<file path="src/rtl/dbg_exec_pkg.sv">
package dbg_exec_pkg;

  typedef enum logic [3:0] {
    OP_NOP, OP_NOPX, OP_STEP, OP_STEPX, OP_START,
    OP_STOP, OP_RESET, OP_WRIMEM, OP_WRMASK
  } op_e;

  localparam int CMD_W      = 8;
  localparam int FIELD_LSB  = 1;
  localparam int FIELD_W    = 4;
  localparam int SRC_BIT    = 0;
  localparam int TRAP_BIT   = 7;

  // Order of action pulses inside the pulse vector
  localparam int P_STEP  = 0;
  localparam int P_START = 1;
  localparam int P_STOP  = 2;
  localparam int P_RESET = 3;
  localparam int P_IMEM  = 4;
  localparam int P_MASK  = 5;
  localparam int NPULSE  = 6;

  function automatic op_e decode_op(input logic [CMD_W-1:0] cmd);
    logic [FIELD_W-1:0] field;
    op_e op;
    field = cmd[FIELD_LSB +: FIELD_W];
    case (field)
      4'd0:    op = cmd[SRC_BIT] ? OP_NOPX  : OP_NOP;
      4'd1:    op = cmd[SRC_BIT] ? OP_STEPX : OP_STEP;
      4'd2:    op = OP_START;
      4'd3:    op = OP_STOP;
      4'd4:    op = OP_RESET;
      4'd5:    op = OP_WRIMEM;
      4'd6:    op = OP_WRMASK;
      default: op = OP_NOP;
    endcase
    return op;
  endfunction

  function automatic logic needs_stop(input op_e op);
    return (op == OP_NOPX)   || (op == OP_STEP)   || (op == OP_STEPX) ||
           (op == OP_START)  || (op == OP_WRIMEM) || (op == OP_WRMASK);
  endfunction

  function automatic logic [NPULSE-1:0] pulses_of(input op_e op);
    logic [NPULSE-1:0] p;
    p = '0;
    p[P_STEP]  = (op == OP_STEP) || (op == OP_STEPX);
    p[P_START] = (op == OP_START);
    p[P_STOP]  = (op == OP_STOP);
    p[P_RESET] = (op == OP_RESET);
    p[P_IMEM]  = (op == OP_WRIMEM);
    p[P_MASK]  = (op == OP_WRMASK);
    return p;
  endfunction

  function automatic logic sets_source(input op_e op);
    return (op == OP_NOP) || (op == OP_NOPX) || (op == OP_STEP) || (op == OP_STEPX);
  endfunction

  function automatic logic uses_word(input op_e op);
    return (op == OP_NOPX) || (op == OP_STEPX) || (op == OP_WRIMEM) || (op == OP_WRMASK);
  endfunction

endpackage

</file>
<file path="src/rtl/dbg_cmd_classify.sv">
module dbg_cmd_classify
  import dbg_exec_pkg::*;
(
  input  logic [CMD_W-1:0] cmd,
  output op_e              op,
  output logic             trap_bit
);
  logic unused_rsv;

  assign op         = decode_op(cmd);
  assign trap_bit   = cmd[TRAP_BIT];
  assign unused_rsv = ^cmd[6:5];
endmodule

</file>
<file path="src/rtl/dbg_state_gate.sv">
module dbg_state_gate
  import dbg_exec_pkg::*;
#(
  parameter int              ST_W       = 2,
  parameter logic [ST_W-1:0] STOP_STATE = 2'b10
) (
  input  logic            exec_stb,
  input  op_e             op,
  input  logic [ST_W-1:0] sys_state,
  output logic            accept,
  output logic            reject
);
  logic state_fits;

  assign state_fits = !needs_stop(op) || (sys_state == STOP_STATE);
  assign accept     = exec_stb &&  state_fits;
  assign reject     = exec_stb && !state_fits;
endmodule

</file>
<file path="src/rtl/dbg_action_regs.sv">
module dbg_action_regs
  import dbg_exec_pkg::*;
#(
  parameter int INSTR_W = 16
) (
  input  logic               clk,
  input  logic               rst_n,
  input  logic               accept,
  input  logic               reject,
  input  op_e                op,
  input  logic               trap_bit,
  input  logic [INSTR_W-1:0] instr_buf,
  output logic [NPULSE-1:0]  pulse_q,
  output logic               pc_adv,
  output logic [INSTR_W-1:0] op_word,
  output logic               src_inject,
  output logic               trap_en,
  output logic               cmd_err
);
  logic [NPULSE-1:0] pulse_d;

  assign pulse_d = accept ? pulses_of(op) : '0;

  for (genvar i = 0; i < NPULSE; i++) begin : g_pulse
    always_ff @(posedge clk or negedge rst_n) begin
      if (!rst_n) pulse_q[i] <= 1'b0;
      else        pulse_q[i] <= pulse_d[i];
    end
  end

  always_ff @(posedge clk or negedge rst_n) begin
    if (!rst_n) begin
      pc_adv     <= 1'b0;
      op_word    <= '0;
      src_inject <= 1'b0;
      trap_en    <= 1'b0;
      cmd_err    <= 1'b0;
    end else begin
      pc_adv <= accept && (op == OP_STEP);
      if (accept && uses_word(op))   op_word    <= instr_buf;
      if (accept && sets_source(op)) src_inject <= (op == OP_NOPX) || (op == OP_STEPX);
      if (accept && op == OP_START)  trap_en    <= trap_bit;
      else if (accept && op == OP_RESET) trap_en <= 1'b0;
      if (reject) cmd_err <= 1'b1;
    end
  end
endmodule

</file>
<file path="src/rtl/dbg_exec_decoder.sv">
module dbg_exec_decoder
  import dbg_exec_pkg::*;
#(
  parameter int              INSTR_W    = 16,
  parameter int              ST_W       = 2,
  parameter logic [ST_W-1:0] STOP_STATE = 2'b10
) (
  input  logic               clk,
  input  logic               rst_n,
  input  logic               exec_stb,
  input  logic [7:0]         cmd_byte,
  input  logic [INSTR_W-1:0] instr_buf,
  input  logic [ST_W-1:0]    sys_state,
  output logic               step_req,
  output logic               pc_adv,
  output logic               start_req,
  output logic               stop_req,
  output logic               reset_req,
  output logic               imem_we,
  output logic               mask_we,
  output logic [INSTR_W-1:0] op_word,
  output logic               src_inject,
  output logic               trap_en,
  output logic               cmd_err
);
  op_e               op_cur;
  logic              trap_bit;
  logic              cmd_accept;
  logic              cmd_reject;
  logic [NPULSE-1:0] pulse_vec;

  dbg_cmd_classify u_classify (
    .cmd      (cmd_byte),
    .op       (op_cur),
    .trap_bit (trap_bit)
  );

  dbg_state_gate #(.ST_W(ST_W), .STOP_STATE(STOP_STATE)) u_gate (
    .exec_stb  (exec_stb),
    .op        (op_cur),
    .sys_state (sys_state),
    .accept    (cmd_accept),
    .reject    (cmd_reject)
  );

  dbg_action_regs #(.INSTR_W(INSTR_W)) u_regs (
    .clk        (clk),
    .rst_n      (rst_n),
    .accept     (cmd_accept),
    .reject     (cmd_reject),
    .op         (op_cur),
    .trap_bit   (trap_bit),
    .instr_buf  (instr_buf),
    .pulse_q    (pulse_vec),
    .pc_adv     (pc_adv),
    .op_word    (op_word),
    .src_inject (src_inject),
    .trap_en    (trap_en),
    .cmd_err    (cmd_err)
  );

  assign step_req  = pulse_vec[P_STEP];
  assign start_req = pulse_vec[P_START];
  assign stop_req  = pulse_vec[P_STOP];
  assign reset_req = pulse_vec[P_RESET];
  assign imem_we   = pulse_vec[P_IMEM];
  assign mask_we   = pulse_vec[P_MASK];
endmodule

</file>
<file path="config.mk">
export PLATFORM = sky130hd
export DESIGN_NAME = dbg_exec_decoder
export DESIGN_NICKNAME = d
export VERILOG_FILES = /design/src/rtl/dbg_exec_pkg.sv /design/src/rtl/dbg_cmd_classify.sv /design/src/rtl/dbg_state_gate.sv /design/src/rtl/dbg_action_regs.sv /design/src/rtl/dbg_exec_decoder.sv
export SDC_FILE = /design/constraint.sdc
export NUM_CORES = 1
export LEC_CHECK = 0
export ABC_CLOCK_PERIOD_IN_PS = 1050
export CORE_ASPECT_RATIO = 1.2
export CORE_UTILIZATION = 30
export CTS_CLUSTER_DIAMETER = 50
export CTS_CLUSTER_SIZE = 10
export DETAILED_ROUTE_END_ITERATION = 8
export PLACE_DENSITY = 0.66
export SLEW_MARGIN = 20
export SYNTH_ARGS = -nofsm -noshare
export SYNTH_HDL_FRONTEND = slang
export SYNTH_HIERARCHICAL = 1
export SYNTH_SLANG_ARGS = --single-unit
</file>
<file path="constraint.sdc">
create_clock -name clk -period 1.05 [get_ports clk]
set_input_delay 0.315 -clock clk [delete_from_list [all_inputs] [get_ports clk]]
set_output_delay 0.315 -clock clk [all_outputs]
set_load 0.005 [all_outputs]
</file>
==> results.md <==
- Worst vdd ir: 519.2 µV
- Post-DP HPWL: 1904 µm
- WP data required: 1.20 ns
- Number of synthesized flops with an enable pin: 0
- Post-synthesis instance area: 0.001167 mm²
- Yosys warnings: 6
- RSZ-0062 raised after global routing: yes
- Ports: 55
- Seq/Total Area, Yosys: 0.5573
- First-pass GRT wire length: 4678 µm
- Final period utilization: 1.951
- Fmax: 0.4881 GHz
- WP data arrival: 2.20 ns
- Leak: 1.039 nW
- Rows: 24
- Final Skew: 0 ns
- # H-tree levels: 1
- Post-Route WL: 2861 µm
- Internal: 2.509 mW
- Worst Tran Pin Value: 0.2922 ns
- Avg Synthesized Cell Area: 14.24 µm²
- Die area: 0.004146 mm²
- Floorplan Core Area: 0.003664 mm²
- Outcome: finished with violations
- GRT overflow: 0
- Crit path time final: 2.049 ns
- Placed Instances: 194
- Switching pwr: 0.8468 mW
- Slew Viols, Final: 0
- Most common cell in the synthesized netlist: dfrtp_1
- Hold_ws: 0.4025 ns
- First drt pass iteration count: 2
- Commonest cells post-synth: dfrtp_1, mux2_4, mux2_2
- Max-cap violation count: 0
- Routability cong.: 0.6589
- Syn Nets: 111
- Synth Flop Type: dfrtp_1
- Setup Viol. Count Final: 52
- Min-Delay Path Class: in2async
- WL met2: 1541 µm
- Synth area leaders: dfrtp_1, mux2_4, mux2_2
- Reg power frac: 0.414
- Clk_lat worst skew: 0.26 ns
- Layout cells sized above 1: 0.6182
- Yosys top cell by area: dfrtp_1
- Pin count of the biggest net entering global routing: 27
- DRT antenna net count: 0
- Clock transition at path regs: 0.09 ns
- Final instance area: 0.002088 mm²
- Area post-placement: 0.001891 mm²
- Initial antenna violation count: 0
- Area Growth Syn to Fin: 78.89%
- Number of global-route vias before repair: 1,029
- DRT iter0 DRCs: 12
- Failing checks: negative setup slack
- Worst Setup SP: cmd_byte[4]
- Highest metal used: met4
- Critical path endpoint category: flop
- FILL cells: 323
- WL/cell: 13.18 µm
- Setup CP Type: in2reg
- CTS tree: yes
- PnR worst setup slack: -0.9986 ns
- Critical-path maximum fanout: 6
- Setup slack, reg-to-reg: 0.07 ns
- Final #Nets: 195
- Die X: 58.95 µm
- Total GRT Usage: 0.1431
- Vias per cell: 4.364
- # diodes: 0
- Clock power frac: 0.186
- CTS buffer count: 3
- R2R cell count: 3
- Root Driver: clkbuf_8
- #FFs+latches synth: 26
- Power after layout: 3.356 mW
- Max Root-Sink Buffers: 2
- Synthesized instance count: 82
- Synth top area share: 0.5573
- Port Buf Inserts: 52
- # DRC: 0
- Sw Ratio: 0.2523
- Worst r2r src: u_regs/op_word[6]
- Layout Cells excl Fill: 217
- Worst flop-to-flop path endpoint: u_regs/op_word[6]
- CP Launch Type: input pin
- Netlist cell types: 28
- Clock sink total: 26
- Vias: 947
- Setup_tns: -24.68 ns
- Post-synthesis async set-or-reset flop share: 1.000
- Initial Util: 0.3186
- Met1 WL: 1063 µm
- Fin. Hold Viols: 0
- Power per Cell Area: 1607 mW/mm²
- Die Span Y: 70.34 µm
- # hold bufs at CTS: 0
- Met3 wire length: 240 µm
- Max_slew headroom: 0.8042
- CP Capture Point: u_regs/op_word[4]
- Combinational share of power: 0.400
## logic make-up (layout without fill, tap and decap cells)
group,after synthesis,count (layout),share of synthesized area
buffers and inverters,6,89,0.03215
AND/OR/NAND/NOR,25,25,0.1651
AO/OA/AOI/OAI,7,7,0.04180
flip-flops,26,26,0.5573
XOR/XNOR,1,1,0.007504
multiplexers,17,17,0.1961
## metrics by stage
step | utilization | worst slack [ns]
floorplan | - | -1.160
finish | 0.5700 | -0.9986
CTS | 0.5437 | -0.9886
global route | 0.5700 | -1.070
global placement | 0.5161 | -1.712
detailed placement | 0.5161 | -1.806
## placed cells by master, fill, tap and decap left out, drive strengths merged, types with 2 or more instances in the layout
master         netlist  layout
nor3b                4       4
dfrtp               26      26
nor2                 2       2
nor2b                3       3
clkbuf               0       4
inv                  3       3
and3                 2       2
buf                  3      60
and2                 2       2
mux2                17      17
or4b                 2       2
o21ai                3       3
clkdlybuf4s50        0      21
nor3                 2       2
nand2b               2       2
## layout make-up
type,instances,area (µm²),share of cell area
Tap cell,52,65.06,0.03116
Multi-Input combinational cell,50,648.1,0.3104
Inverter,3,11.26,0.005392
Sequential cell,26,650.6,0.3116
Clock buffer,4,55.05,0.02636
Timing Repair Buffer,82,658.1,0.3152
## timing repair
action / in CTS / in global routing
cloned: 0 / 0
setup endpoints to repair: 52 / 52
setup buffers: 10 / 9
pin swaps: 9 / 3
gates resized for setup: 148 / 6
## state kept, by name (all words and copies together) (netlist names)
signal,flops
u_regs/cmd_err,1
u_regs/trap_en,1
u_regs/op_word,16
u_regs/pulse_q,6
u_regs/src_inject,1
u_regs/pc_adv,1
## metal layers
metal | GRT usage | vias up
met5 | 0 | -
li1 | - | 451
met1 | 0.1568 | 456
met2 | 0.2715 | 38
met3 | 0.02593 | 2
met4 | 0.03704 | 0
## worst min-delay path by stage
stage,start,end,slack [ns],cells past startpoint
3_5_place_dp,u_regs/cmd_err,u_regs/cmd_err,0.46,1
5_1_grt,rst_n,u_regs/op_word[5],0.41,2
2_1_floorplan,rst_n,u_regs/cmd_err,0.02,0
4_1_cts,rst_n,u_regs/op_word[2],0.41,2
3_3_place_gp,u_regs/cmd_err,u_regs/cmd_err,0.46,1
6_report,rst_n,u_regs/op_word[2],0.40,2
## critical path, stage by stage
cell and delay (ns):
buf_8 0.10, buf_6 0.11, nor4bb_4 0.26, or4b_4 0.53, a21oi_4 0.18, a21boi_4 0.09
o21ai_4 0.12, buf_6 0.18, mux2_4 0.31
## power groups by stage
stage	clock (mW)	sequential (mW)	combinational (mW)
floorplan	0	1.44	0.443
global placement	0	1.40	1.21
detailed placement	0	1.42	1.23
CTS	0.647	1.39	1.21
global route	0.691	1.43	1.44
finish	0.624	1.39	1.34
(Power assumes the default switching activity.)
